## src/rtl/pwm_div_pkg.sv

```systemverilog
package pwm_div_pkg;
  typedef enum logic [1:0] {
    ST_IDLE   = 2'd0,
    ST_DIV    = 2'd1,
    ST_CHECK  = 2'd2,
    ST_SEARCH = 2'd3
  } sel_state_e;
endpackage

```

## src/rtl/pwm_div_restoring.sv

```systemverilog
module pwm_div_restoring #(
  parameter int unsigned W = 32
) (
  input  logic         clk_i,
  input  logic         rst_ni,
  input  logic         start_i,
  input  logic [W-1:0] dividend_i,
  input  logic [W-1:0] divisor_i,
  output logic [W-1:0] quot_o,
  output logic         done_o
);
  localparam int unsigned CW = $clog2(W + 1);

  logic [W-1:0]  q_q, d_q;
  logic [W:0]    r_q, r_sh, r_nx;
  logic [CW-1:0] cnt_q;
  logic          run_q, done_q, ge;

  always_comb begin
    r_sh = {r_q[W-1:0], q_q[W-1]};
    ge   = r_sh >= {1'b0, d_q};
    r_nx = ge ? r_sh - {1'b0, d_q} : r_sh;
  end

  always_ff @(posedge clk_i or negedge rst_ni) begin
    if (!rst_ni) begin
      q_q    <= '0;
      d_q    <= '0;
      r_q    <= '0;
      cnt_q  <= '0;
      run_q  <= 1'b0;
      done_q <= 1'b0;
    end else begin
      done_q <= 1'b0;
      if (start_i) begin
        q_q   <= dividend_i;
        d_q   <= divisor_i;
        r_q   <= '0;
        cnt_q <= CW'(W);
        run_q <= 1'b1;
      end else if (run_q) begin
        q_q   <= {q_q[W-2:0], ge};
        r_q   <= r_nx;
        cnt_q <= cnt_q - 1'b1;
        if (cnt_q == CW'(1)) begin
          run_q  <= 1'b0;
          done_q <= 1'b1;
        end
      end
    end
  end

  assign quot_o = q_q;
  assign done_o = done_q;

  p_rem_below_divisor_r2: assert property (@(posedge clk_i) disable iff (!rst_ni)
    done_o |-> (r_q < {1'b0, d_q}));
  p_nonzero_divisor_r2: assert property (@(posedge clk_i) disable iff (!rst_ni)
    start_i |-> (divisor_i != '0));
endmodule

```

## src/rtl/pwm_div_window.sv

```systemverilog
module pwm_div_window #(
  parameter int unsigned FW = 32,
  parameter int unsigned EW = 5,
  parameter int unsigned PW = 8,
  localparam int unsigned XW = FW + PW
) (
  input  logic [FW-1:0] prod_i,
  input  logic [EW-1:0] pn_min_i,
  input  logic [EW-1:0] pn_max_i,
  output logic [XW-1:0] lo_o,
  output logic [XW-1:0] hi_o,
  output logic          feasible_o
);
  localparam logic [XW-1:0] PMAX = XW'((1 << PW) - 1);

  logic [XW-1:0] ext, floor_reach, ceil_reach;

  always_comb begin
    ext         = XW'(prod_i);
    lo_o        = (ext * XW'(3)) >> 2;
    hi_o        = (ext * XW'(5)) >> 2;
    floor_reach = XW'(1) << pn_min_i;
    ceil_reach  = PMAX << pn_max_i;
    feasible_o  = (pn_min_i <= pn_max_i) && (lo_o >= floor_reach) && (ceil_reach >= hi_o);
  end
endmodule

```

## src/rtl/pwm_div_cand.sv

```systemverilog
module pwm_div_cand #(
  parameter int unsigned FW = 32,
  parameter int unsigned EW = 5,
  parameter int unsigned PW = 8,
  localparam int unsigned XW = FW + PW
) (
  input  logic [FW-1:0] prod_i,
  input  logic [EW-1:0] pn_i,
  input  logic [XW-1:0] lo_i,
  input  logic [XW-1:0] hi_i,
  output logic [PW-1:0] pre_o,
  output logic          in_win_o
);
  localparam logic [XW-1:0] PMAX = XW'((1 << PW) - 1);

  logic [XW-1:0] half, rounded, clamped, actual;

  always_comb begin
    half    = (pn_i == '0) ? '0 : (XW'(1) << (pn_i - 1'b1));
    rounded = (XW'(prod_i) + half) >> pn_i;
    if (rounded == '0)      clamped = XW'(1);
    else if (rounded > PMAX) clamped = PMAX;
    else                    clamped = rounded;
    pre_o    = clamped[PW-1:0];
    actual   = clamped << pn_i;
    in_win_o = (actual >= lo_i) && (actual <= hi_i);
  end
endmodule

```

## src/rtl/pwm_div_sel.sv

```systemverilog
module pwm_div_sel
  import pwm_div_pkg::*;
#(
  parameter int unsigned BASE_HZ = 27_000_000,
  parameter int unsigned FW      = 32,
  parameter int unsigned EW      = 5,
  parameter int unsigned PW      = 8,
  parameter int unsigned CAPW    = 8
) (
  input  logic            clk_i,
  input  logic            rst_ni,
  input  logic            start_i,
  input  logic [FW-1:0]   freq_hz_i,
  input  logic [CAPW-1:0] pn_min_cap_i,
  input  logic [CAPW-1:0] pn_max_cap_i,
  output logic            busy_o,
  output logic            done_o,
  output logic            skip_o,
  output logic            range_err_o,
  output logic            no_match_o,
  output logic [PW-1:0]   prescale_o,
  output logic [EW-1:0]   exp_o
);
  localparam int unsigned XW = FW + PW;

  sel_state_e    st_q;
  logic [FW-1:0] prod_q, quot;
  logic [EW-1:0] pn_min_q, pn_max_q, pn_q;
  logic          div_start, div_done, feasible, in_win;
  logic [XW-1:0] lo, hi;
  logic [PW-1:0] cand_pre;
  logic          done_q, skip_q, rng_q, nm_q;
  logic [PW-1:0] pre_q;
  logic [EW-1:0] exp_q;

  assign div_start = (st_q == ST_IDLE) && start_i && (freq_hz_i != '0);

  pwm_div_restoring #(.W(FW)) i_div (
    .clk_i      (clk_i),
    .rst_ni     (rst_ni),
    .start_i    (div_start),
    .dividend_i (FW'(BASE_HZ)),
    .divisor_i  (freq_hz_i),
    .quot_o     (quot),
    .done_o     (div_done)
  );

  pwm_div_window #(.FW(FW), .EW(EW), .PW(PW)) i_win (
    .prod_i     (prod_q),
    .pn_min_i   (pn_min_q),
    .pn_max_i   (pn_max_q),
    .lo_o       (lo),
    .hi_o       (hi),
    .feasible_o (feasible)
  );

  pwm_div_cand #(.FW(FW), .EW(EW), .PW(PW)) i_cand (
    .prod_i   (prod_q),
    .pn_i     (pn_q),
    .lo_i     (lo),
    .hi_i     (hi),
    .pre_o    (cand_pre),
    .in_win_o (in_win)
  );

  always_ff @(posedge clk_i or negedge rst_ni) begin
    if (!rst_ni) begin
      st_q     <= ST_IDLE;
      prod_q   <= '0;
      pn_min_q <= '0;
      pn_max_q <= '0;
      pn_q     <= '0;
      done_q   <= 1'b0;
      skip_q   <= 1'b0;
      rng_q    <= 1'b0;
      nm_q     <= 1'b0;
      pre_q    <= '0;
      exp_q    <= '0;
    end else begin
      done_q <= 1'b0;
      unique case (st_q)
        ST_IDLE: if (start_i) begin
          pn_min_q <= pn_min_cap_i[EW-1:0];
          pn_max_q <= pn_max_cap_i[EW-1:0];
          if (freq_hz_i == '0) begin
            done_q <= 1'b1;
            skip_q <= 1'b1;
            rng_q  <= 1'b0;
            nm_q   <= 1'b0;
            pre_q  <= '0;
            exp_q  <= '0;
          end else begin
            st_q <= ST_DIV;
          end
        end
        ST_DIV: if (div_done) begin
          prod_q <= quot;
          st_q   <= ST_CHECK;
        end
        ST_CHECK: begin
          if (feasible) begin
            pn_q <= pn_max_q;
            st_q <= ST_SEARCH;
          end else begin
            done_q <= 1'b1;
            skip_q <= 1'b0;
            rng_q  <= 1'b1;
            nm_q   <= 1'b0;
            pre_q  <= '0;
            exp_q  <= '0;
            st_q   <= ST_IDLE;
          end
        end
        ST_SEARCH: begin
          if (in_win || pn_q == pn_min_q) begin
            done_q <= 1'b1;
            skip_q <= 1'b0;
            rng_q  <= 1'b0;
            nm_q   <= !in_win;
            pre_q  <= cand_pre;
            exp_q  <= pn_q;
            st_q   <= ST_IDLE;
          end else begin
            pn_q <= pn_q - 1'b1;
          end
        end
        default: st_q <= ST_IDLE;
      endcase
    end
  end

  assign busy_o      = (st_q != ST_IDLE);
  assign done_o      = done_q;
  assign skip_o      = skip_q;
  assign range_err_o = rng_q;
  assign no_match_o  = nm_q;
  assign prescale_o  = pre_q;
  assign exp_o       = exp_q;

  p_done_pulse_r8: assert property (@(posedge clk_i) disable iff (!rst_ni)
    done_o |=> !done_o);
  p_done_idle_r8: assert property (@(posedge clk_i) disable iff (!rst_ni)
    done_o |-> !busy_o);
  p_flags_onehot_r4: assert property (@(posedge clk_i) disable iff (!rst_ni)
    done_o |-> $onehot0({skip_o, range_err_o, no_match_o}));
  p_search_bounds_r5: assert property (@(posedge clk_i) disable iff (!rst_ni)
    (st_q == ST_SEARCH) |-> (pn_q >= pn_min_q && pn_q <= pn_max_q));
  p_prescale_range_r6: assert property (@(posedge clk_i) disable iff (!rst_ni)
    (done_o && !skip_o && !range_err_o) |-> (prescale_o != '0));
  p_hit_in_window_r5: assert property (@(posedge clk_i) disable iff (!rst_ni)
    (done_o && !skip_o && !range_err_o && !no_match_o) |->
      ((XW'(prescale_o) << exp_o) >= lo && (XW'(prescale_o) << exp_o) <= hi));
  p_nomatch_at_min_r7: assert property (@(posedge clk_i) disable iff (!rst_ni)
    (done_o && no_match_o) |-> (exp_o == pn_min_q));
  p_start_ignored_r9: assert property (@(posedge clk_i) disable iff (!rst_ni)
    (busy_o && start_i) |=> ($stable(pn_min_q) && $stable(pn_max_q)));
  p_hold_r10: assert property (@(posedge clk_i) disable iff (!rst_ni)
    (!busy_o && !start_i) |=> ($stable(prescale_o) && $stable(exp_o) && $stable(range_err_o)));
endmodule

```

## config.mk

```make
export PLATFORM = sky130hd
export DESIGN_NAME = pwm_div_sel
export DESIGN_NICKNAME = d
export VERILOG_FILES = /design/src/rtl/pwm_div_pkg.sv /design/src/rtl/pwm_div_restoring.sv /design/src/rtl/pwm_div_window.sv /design/src/rtl/pwm_div_cand.sv /design/src/rtl/pwm_div_sel.sv
export SDC_FILE = /design/constraint.sdc
export NUM_CORES = 1
export LEC_CHECK = 0
export ABC_AREA = 1
export BUFFER_PORTS_ARGS = -buffer_cell sky130_fd_sc_hd__buf_2
export CAP_MARGIN = 10
export CORE_AREA = 2 2 153 215
export DETAILED_ROUTE_END_ITERATION = 8
export DIE_AREA = 0 0 155 217
export HOLD_SLACK_MARGIN = 0.1
export PLACE_DENSITY = 0.83
export RECOVER_POWER = 100
export SLEW_MARGIN = 20
export SYNTH_ARGS = -nofsm -noshare
export SYNTH_HDL_FRONTEND = slang
export SYNTH_SLANG_ARGS = --single-unit
export TNS_END_PERCENT = 5
```

## constraint.sdc

```tcl
create_clock -name clk_i -period 19.5 [get_ports clk_i]
set_clock_uncertainty 0.1 [all_clocks]
set_input_delay 0.975 -clock clk_i [delete_from_list [all_inputs] [get_ports clk_i]]
set_output_delay 0.975 -clock clk_i [all_outputs]
set_load 0.05 [all_outputs]
```

==> results of run 1 <==
==> sequential cells by signal (all words and copies together), names as in the netlist, 2 cells and up <==
name and flops:
pn_q 5, i_div.quot_o 32, pn_min_q 5, st_q 2, i_div.cnt_q 6, prod_q 32
pn_max_q 5, exp_o 5, i_div.r_q 32, i_div.d_q 32, prescale_o 8
==> logic make-up (layout without fill, tap and decap cells) <==
group	Yosys count	count (layout)	share of synthesized area (%)
muxes	3	3	0.147
buffers and inverters	484	498	9.14
and+or+nand+nor	1523	1523	32.1
AOI/OAI and AO/OA	533	533	14.6
adders and majority gates	302	302	18.6
xor gates and xnor gates	104	104	4.46
DFF	170	170	20.8
==> path summary, 6_finish.rpt <==
kind / end / slack, ns / depth (start not counted)
min in group asynchronous: i_div.cnt_q[3]$_DFFE_PN0P_ / 1.46 / 1
worst max-delay path: exp_o[0]$_DFFE_PN0P_ / 6.47 / 60
max in group asynchronous: pn_q[1]$_DFFE_PN0P_ / 11.32 / 3
worst min register to register: prescale_o[0]$_DFFE_PN0P_ / 0.37 / 2
worst max register to register: exp_o[0]$_DFFE_PN0P_ / 6.47 / 60
worst min-delay path: prescale_o[0]$_DFFE_PN0P_ / 0.37 / 2
==> metal layers <==
metal  up-vias  GRT usage (%)  wire length (um)
li1      10400              -                 -
met1      9828           43.3             24600
met2       779           66.6             30600
met3       219           5.79              3600
met4         2           25.4              4950
met5         -              0                13
==> worst reg2reg max path: cells and delay by family (launching register included) <==
family                     cells  cell delay [ns]
buffers and inverters          7             3.25
AOI/OAI and AO/OA             13             1.69
xor gates and xnor gates       1             0.24
and+or+nand+nor               35             5.58
DFF                            1             0.39
adders and majority gates      4             1.72
==> stage by stage <==
stage                     worst slack [ns]  utilization [%]  std cells
final                                 6.47             67.4       3533
after detailed placement             10.25             65.8       3500
after global placement               10.44             65.8       3500
after global routing                  5.27             67.4       3533
after CTS                            10.20             67.7       3532
after floorplan                      11.62                -       3119
==> Yosys cell counts, types with 18 or more instances <==
| library cell | n |
|---|---|
| buf_2 | 20 |
| nor2_1 | 216 |
| o21ai_0 | 202 |
| o211ai_1 | 18 |
| nand2_1 | 830 |
| nand3_1 | 325 |
| xnor2_1 | 37 |
| ha_1 | 298 |
| o21bai_1 | 18 |
| dfrtp_1 | 170 |
| nor3_1 | 21 |
| xor2_1 | 67 |
| o22ai_1 | 23 |
| nand4_1 | 66 |
| clkbuf_1 | 69 |
| a21oi_1 | 193 |
| inv_1 | 370 |
==> layout make-up <==
cell class,count,area [um^2],area share [%]
inverters,380,1430,6.63
flip-flops and latches,170,4260,19.8
multi-input cells,2465,14300,66.4
repair buffers,86,435,2.03
well taps,400,500,2.33
clock inverters,15,180,0.838
clock buffers,17,425,1.98
==> impl_results.md, run 1 <==
- Vias in the first global route: 20,500
- Routed WL: 63,800 um
- CTS root buf: clkbuf_16
- Initial antenna violation count: 1
- Worst skew pair latency: 0.46 ns
- Post-CTS resize count: 0
- Mapped Area: 20,400 um^2
- Critical path class: reg2reg
- R2r startpoint: pn_q[0]$_DFFE_PN0P_
- Worst path bufs/invs: 7
- Share of layout cells above drive strength 1: 4.34%
- Most frequent cells in the layout: nand2_1 (833), inv_1 (370), nand3_1 (326), ha_1 (298), nor2_1 (217)
- Syn Area/Cell: 6.55 um^2
- CTS buffer count: 17
- Final Setup Violations: 0
- Die width: 155 um
- IO Count: 69
- Htree depth: 4
- Slowest cell on crit path: clkbuf_1
- Worst-path clk slew: 0.07 ns
- Final Max Slew Viols: 430
- Unrepaired setup endpoints after global routing: no
- Crit-path max cell delay: 1.71 ns
- Global route overflow: 0
- Crit path required time: 19.79 ns
- CP Capture Type: flip-flop
- Fmax: 76.8 MHz
- Vias per inst: 6.02
- CTS sink count: 170
- Largest net degree at the start of global routing: 65
- Cell Area, Placed: 21,000 um^2
- Synth warn: 0
- Hpwl dp: 50,200 um
- Status: finished, violations left
- Initial drt markers: 1,571
- Fillers: 2,946
- Final Cycle Share: 66.8%
- Design area: 21,500 um^2
- Worst setup startpoint: pn_q[0]$_DFFE_PN0P_
- GRT Overall Usage: 38.3%
- CTS Buffer Depth: 2
- Leading cell type in the layout, fill and taps excluded: nand2_1
- Core Box Area: 31,900 um^2
- Worst slew margin: -112%
- N_diodes: 0
- Startpoint Class: flip-flop
- Post-DRT Antenna Nets: 0
- EDFF count, synth: 0
- Syn nets: 3,472
- Seq/Total Area, Yosys: 20.8%
- Most used cell, CP: nand2_1
- Yosys top cell by area: dfrtp_1
- Std cell rows: 78
- Slew @ Worst Pin: 3.18 ns
- Maxcap violations: 8
- CP top delay family: simple AND/OR/NAND/NOR gates
- Cell count after synthesis: 3,119
- Via count: 21,300
- # hold bufs at CTS: 0
- Drt drc: 0
- Nets@finish: 3,473
- Buffers on Ports: 62
- Top cells by area, synth: dfrtp_1 (21%), ha_1 (18%), nand2_1 (15%)
- Failing checks: max-capacitance violations, max-slew violations
- Gpl congestion: 0.993
- Share of Yosys cell area claimed by the top area cell type: 20.8%
- Worst EP arrival: 13.32 ns
- Setup TNS: 0 ns
- Die Ht: 217 um
- Post-CTS setup buffer count: 0
- Synthesis-stage register bit count: 170
- CP Max Fanout: 53
- Worst hold slack: 0.372 ns
- HP Class: reg2reg
- Fin. Hold Viols: 0
- First-pass DRT Iterations: 8
- Post-route minimum period: 13.03 ns
- Ys async rst share: 100%
- Die Area: 33,600 um^2
- HP Start: prescale_o[0]$_DFFE_PN0P_
- Cell variety after synth: 57
- Post-DR wirelength/cell: 18.0 um
- First-pass GRT wire length: 102,000 um
- Effective utilization at floorplan: 64.0%
- Layout area overhead: 5.24%
- Top_reg_cell synth: dfrtp_1
- CTS tree: done
Power of run 1 is not shown: default switching activity piles up to over one toggle a cycle in this logic, so the estimate is an artifact.
==> inputs of run 2 (changes only) <==
==> constraint.sdc (replaced) <==
create_clock -name clk_i -period 12.05 [get_ports clk_i]
set_clock_uncertainty 0.1 [all_clocks]
set_input_delay 0.6025 -clock clk_i [delete_from_list [all_inputs] [get_ports clk_i]]
set_output_delay 0.6025 -clock clk_i [all_outputs]
set_load 0.05 [all_outputs]
==> impl_results.md, run 2 (synthesis results as in run 1) <==
- Status: finished, violations left (unchanged)
- Failing checks: max-capacitance violations, max-slew violations (unchanged)
- Final Cycle Share: 87.7% (was 66.8%)
- Effective utilization at floorplan: 64.0% (unchanged)
- Post-route minimum period: 10.57 ns (was 13.03 ns)
- Via count: 21,200 (was 21,300)
- Final Max Slew Viols: 461 (was 430)
- CP Capture Type: flip-flop (unchanged)
- # hold bufs at CTS: 0 (unchanged)
- Worst slew margin: -266% (was -112%)
- CTS buffer count: 17 (unchanged)
- Hpwl dp: 49,700 um (was 50,200 um)
- Worst EP arrival: 10.86 ns (was 13.32 ns)
- Layout area overhead: 5.10% (was 5.24%)
- Worst skew pair latency: 0.46 ns (about the same)
- CTS sink count: 170 (unchanged)
- Die width: 155 um (unchanged)
- Unrepaired setup endpoints after global routing: no (unchanged)
- Routed WL: 63,100 um (was 63,800 um)
- Most used cell, CP: nand2_1 (unchanged)
- First-pass DRT Iterations: 6 (was 8)
- Slowest cell on crit path: xor2_1 (was clkbuf_1)
- Vias in the first global route: 20,200 (was 20,500)
- Die Ht: 217 um (unchanged)
- Share of layout cells above drive strength 1: 4.38% (was 4.34%)
- Maxcap violations: 8 (unchanged)
- R2r worst-path depth: 61 (was 60)
- First-pass GRT wire length: 100,000 um (was 102,000 um)
- Worst Hold Depth: 3 (was 2)
- Nets@finish: 3,470 (was 3,473)
- Largest net degree at the start of global routing: 107 (was 65)
- Post-DR wirelength/cell: 17.9 um (was 18.0 um)
- Post-CTS setup buffer count: 0 (unchanged)
- Startpoint Class: flip-flop (unchanged)
- CP Max Fanout: 55 (was 53)
- GRT Overall Usage: 37.5% (was 38.3%)
- N_diodes: 0 (unchanged)
- CTS tree: done (unchanged)
- Drt drc: 0 (unchanged)
- Vias per inst: 6.01 (was 6.02)
- Fin. Hold Viols: 0 (unchanged)
- Most frequent cells in the layout: nand2_1 (832), inv_1 (370), nand3_1 (326), ha_1 (298), nor2_1 (216) (was nand2_1 (833), inv_1 (370), nand3_1 (326), ha_1 (298), nor2_1 (217))
- Gpl congestion: 1.02 (was 0.993)
- Initial antenna violation count: 0 (was 1)
- Global route overflow: 0 (unchanged)
- Post-DRT Antenna Nets: 0 (unchanged)
- Slew @ Worst Pin: 5.50 ns (was 3.18 ns)
- Final Setup Violations: 0 (unchanged)
- Worst-path clk slew: 0.07 ns (about the same)
- Crit path required time: 12.34 ns (was 19.79 ns)
- Fmax: 94.6 MHz (was 76.8 MHz)
- Crit-path max cell delay: 0.74 ns (was 1.71 ns)
- Initial drt markers: 1,627 (was 1,571)
- IO Count: 69 (unchanged)
- Critical path class: reg2reg (unchanged)
- Setup TNS: 0 ns (unchanged)
- Die Area: 33,600 um^2 (unchanged)
- Core Box Area: 31,900 um^2 (unchanged)
- HP Class: in2reg (was reg2reg)
- CTS Buffer Depth: 2 (unchanged)
- Worst hold slack: 0.254 ns (was 0.372 ns)
- CTS root buf: clkbuf_16 (unchanged)
- Htree depth: 4 (unchanged)
- Post-CTS resize count: 0 (unchanged)
- Leading cell type in the layout, fill and taps excluded: nand2_1 (unchanged)
- Std cell rows: 78 (unchanged)
- Buffers on Ports: 62 (unchanged)
-- run 2: cell count changes in the layout (fill, tap and decap cells not counted), sizes merged --
cell | before | now
inv | 377 | 380
clkinv | 16 | 13
clkinvlp | 2 | 1
clkbuf | 45 | 43
-- run 2: worst paths after layout --
path,start,slack [ns],to
min reg2reg,prescale_o[5]$_DFFE_PN0P_,0.37,prescale_o[5]$_DFFE_PN0P_
max,pn_q[0]$_DFFE_PN0P_,1.48,prescale_o[7]$_DFFE_PN0P_
min,pn_max_cap_i[0],0.25,pn_max_q[0]$_DFFE_PN0P_
max reg2reg,pn_q[0]$_DFFE_PN0P_,1.48,prescale_o[7]$_DFFE_PN0P_
min in group asynchronous,rst_ni,2.05,i_div.cnt_q[3]$_DFFE_PN0P_
max in group asynchronous,rst_ni,4.31,pn_q[0]$_DFFE_PN0P_
-- run 2: worst max-delay path: cells and delay by family, from the launching register on --
kind	cells	cell delay (ns)
simple gates	35	4.81
compound gates	13	1.67
buf+inv	7	1.27
fa+ha+maj	4	1.24
xor+xnor	2	0.97
flops	1	0.39
-- run 2: final cells by class --
| type | instances | area (um^2) |
|---|---|---|
| clock buffer | 18 | 429 |
| clock inverter | 14 | 145 |
| fill | 2831 | 10400 |
| inverter | 380 | 1430 |
| multi-input combinational | 2465 | 14300 |
| sequential | 170 | 4260 |
| tap | 400 | 500 |
| timing repair buffer | 83 | 424 |
-- run 2: metal layers --
layer	vias up	wire length, um	track usage (%)
met5	-	0	0
met4	0	4330	23.4
met3	203	3560	5.32
met2	736	30600	65.4
met1	9857	24500	43.2
li1	10400	-	-
-- run 2: metrics by stage --
step                      utilization [%]  worst slack (ns)  instance area (um^2)  std cells
after detailed placement             65.7              2.01                 21000       3498
after CTS                            67.5              2.00                 21600       3530
after global routing                 67.3             0.483                 21500       3530
final                                67.3              1.48                 21500       3530
after floorplan                         -              4.17                 20400       3119
after global placement               65.7              2.27                 21000       3498
Power of run 2 is left out for the same reason.
==> inputs of run 3 (changes only) <==
--- a/config.mk
+++ b/config.mk
@@ -11,6 +11,7 @@
 export CORE_AREA = 2 2 153 215
 export DETAILED_ROUTE_END_ITERATION = 8
 export DIE_AREA = 0 0 155 217
+export GPL_TIMING_DRIVEN = 0
 export HOLD_SLACK_MARGIN = 0.1
 export PLACE_DENSITY = 0.83
 export RECOVER_POWER = 100
==> impl_results.md, run 3 (synthesis results as in run 1) <==
- Crit path required time: 12.33 ns (was 12.34 ns)
- Slowest cell on crit path: clkbuf_1 (was xor2_1)
- Initial antenna violation count: 0 (unchanged)
- Setup TNS: 0 ns (unchanged)
- Die width: 155 um (unchanged)
- Pre-CTS WS: 1.26 ns (was 2.01 ns)
- Unrepaired setup endpoints after global routing: no (unchanged)
- CP Capture Type: flip-flop (unchanged)
- Die Area: 33,600 um^2 (unchanged)
- HP Start: pn_min_cap_i[3] (was pn_max_cap_i[0])
- Std cell rows: 78 (unchanged)
- Crit-path max cell delay: 0.58 ns (was 0.74 ns)
- First-pass DRT Iterations: 7 (was 6)
- Share of layout cells above drive strength 1: 4.39% (was 4.38%)
- Most frequent cells in the layout: nand2_1 (831), inv_1 (370), nand3_1 (326), ha_1 (298), nor2_1 (216) (was nand2_1 (832), inv_1 (370), nand3_1 (326), ha_1 (298), nor2_1 (216))
- Post-route minimum period: 11.26 ns (was 10.57 ns)
- Cell Area, Placed: 21,300 um^2 (was 21,000 um^2)
- Hpwl dp: 59,300 um (was 49,700 um)
- N_diodes: 0 (unchanged)
- Fin. Hold Viols: 0 (unchanged)
- Worst Hold Depth: 3 (unchanged)
- Worst EP arrival: 11.54 ns (was 10.86 ns)
- Largest net degree at the start of global routing: 100 (was 107)
- Fmax: 88.8 MHz (was 94.6 MHz)
- Vias in the first global route: 22,300 (was 20,200)
- Multi-input logic area: 14,300 um^2 (about the same)
- Util after Layout: 68.4% (was 67.3%)
- Buffers on Ports: 62 (unchanged)
- Routed WL: 74,600 um (was 63,100 um)
- Worst setup startpoint: pn_q[1]$_DFFE_PN0P_ (was pn_q[0]$_DFFE_PN0P_)
- CTS sink count: 170 (unchanged)
- R2r startpoint: pn_q[1]$_DFFE_PN0P_ (was pn_q[0]$_DFFE_PN0P_)
- IO Count: 69 (unchanged)
- HP Class: in2reg (unchanged)
- Die Ht: 217 um (unchanged)
- Leading cell type in the layout, fill and taps excluded: nand2_1 (unchanged)
- Final Setup Violations: 0 (unchanged)
- Most used cell, CP: nand2_1 (unchanged)
- Post-DR wirelength/cell: 20.6 um (was 17.9 um)
- Final WS setup: 0.788 ns (was 1.48 ns)
- Startpoint Class: flip-flop (unchanged)
- Post-DRT Antenna Nets: 0 (unchanged)
- Design area: 21,800 um^2 (was 21,500 um^2)
- GRT Overall Usage: 44.2% (was 37.5%)
- Final Max Slew Viols: 173 (was 461)
- Htree depth: 4 (unchanged)
- CTS buffer count: 17 (unchanged)
- CTS tree: done (unchanged)
- First-pass GRT wire length: 116,000 um (was 100,000 um)
- Worst slew margin: -249% (was -266%)
- Critical path class: reg2reg (unchanged)
- Register area: 4250 um^2 (was 4260 um^2)
- CTS Buffer Depth: 2 (unchanged)
- Worst skew pair latency: 0.48 ns (was 0.46 ns)
- Post-CTS setup buffer count: 0 (unchanged)
- Final Cycle Share: 93.5% (was 87.7%)
- Gpl congestion: 1.01 (was 1.02)
- CTS root buf: clkbuf_16 (unchanged)
- Effective utilization at floorplan: 64.0% (unchanged)
- Via count: 22,700 (was 21,200)
- Worst-path clk slew: 0.08 ns (was 0.07 ns)
- Drt drc: 0 (unchanged)
- Core Box Area: 31,900 um^2 (unchanged)
- Fillers: 2,658 (was 2,831)
- Global route overflow: 0 (unchanged)
- Failing checks: max-capacitance violations, max-slew violations (unchanged)
- Maxcap violations: 2 (was 8)
- Layout area overhead: 6.82% (was 5.10%)
- R2r worst-path depth: 64 (was 61)
- CP Max Fanout: 12 (was 55)
- Status: finished, violations left (unchanged)
- Post-CTS resize count: 0 (unchanged)
- Initial drt markers: 2,146 (was 1,627)
- Nets@finish: 3,555 (was 3,470)
- Slew @ Worst Pin: 5.24 ns (was 5.50 ns)
- Vias per inst: 6.28 (was 6.01)
-- run 3: final timing paths --
| check | endpoint | slack [ns] |
|---|---|---|
| setup / recovery | pn_q[0]$_DFFE_PN0P_ | 0.79 |
| hold / removal | pn_min_q[3]$_DFFE_PN0P_ | 0.24 |
| setup reg to reg | pn_q[0]$_DFFE_PN0P_ | 0.79 |
| hold reg to reg | exp_o[3]$_DFFE_PN0P_ | 0.37 |
| max in group asynchronous | pn_max_q[2]$_DFFE_PN0P_ | 3.38 |
| min in group asynchronous | i_div.cnt_q[2]$_DFFE_PN0P_ | 1.94 |
-- run 3: stage by stage --
stage / std cells / hold WS [ns]
after global placement: 3581 / 0.351
after global routing: 3615 / 0.261
after CTS: 3615 / 0.248
after floorplan: 3119 / 0.207
final: 3615 / 0.239
after detailed placement: 3582 / 0.353
-- run 3: layer usage --
metal,GRT usage (%),wire [um],vias up
li1,-,-,10600
met1,47.1,26200,10400
met2,75.2,35000,1266
met3,9.02,6040,418
met4,36.0,7220,0
met5,0,0,-
-- run 3: critical path: cells and delay by family, from the launching register on --
kind / cells / cell delay [ns]
compound gates: 13 / 1.57
xor+xnor: 1 / 0.41
flops: 1 / 0.40
fa+ha+maj: 4 / 1.20
buf+inv: 11 / 2.88
simple gates: 35 / 4.60
-- run 3: area by class of cell --
class	instances	share of cell area (%)
repair buffers	64	1.37
clock buffers	17	1.95
flip-flops and latches	170	19.5
multi-input cells	2465	65.5
well taps	400	2.29
clock inverters	15	0.872
inverters	380	6.54
plain buffers	104	1.99
-- run 3: repair_timing --
item	4_1_cts	5_1_grt
endpoints found under the hold margin	71	0
endpoints found under the setup margin	0	0
hold buffers	1	0
Power of run 3 is left out for the same reason.
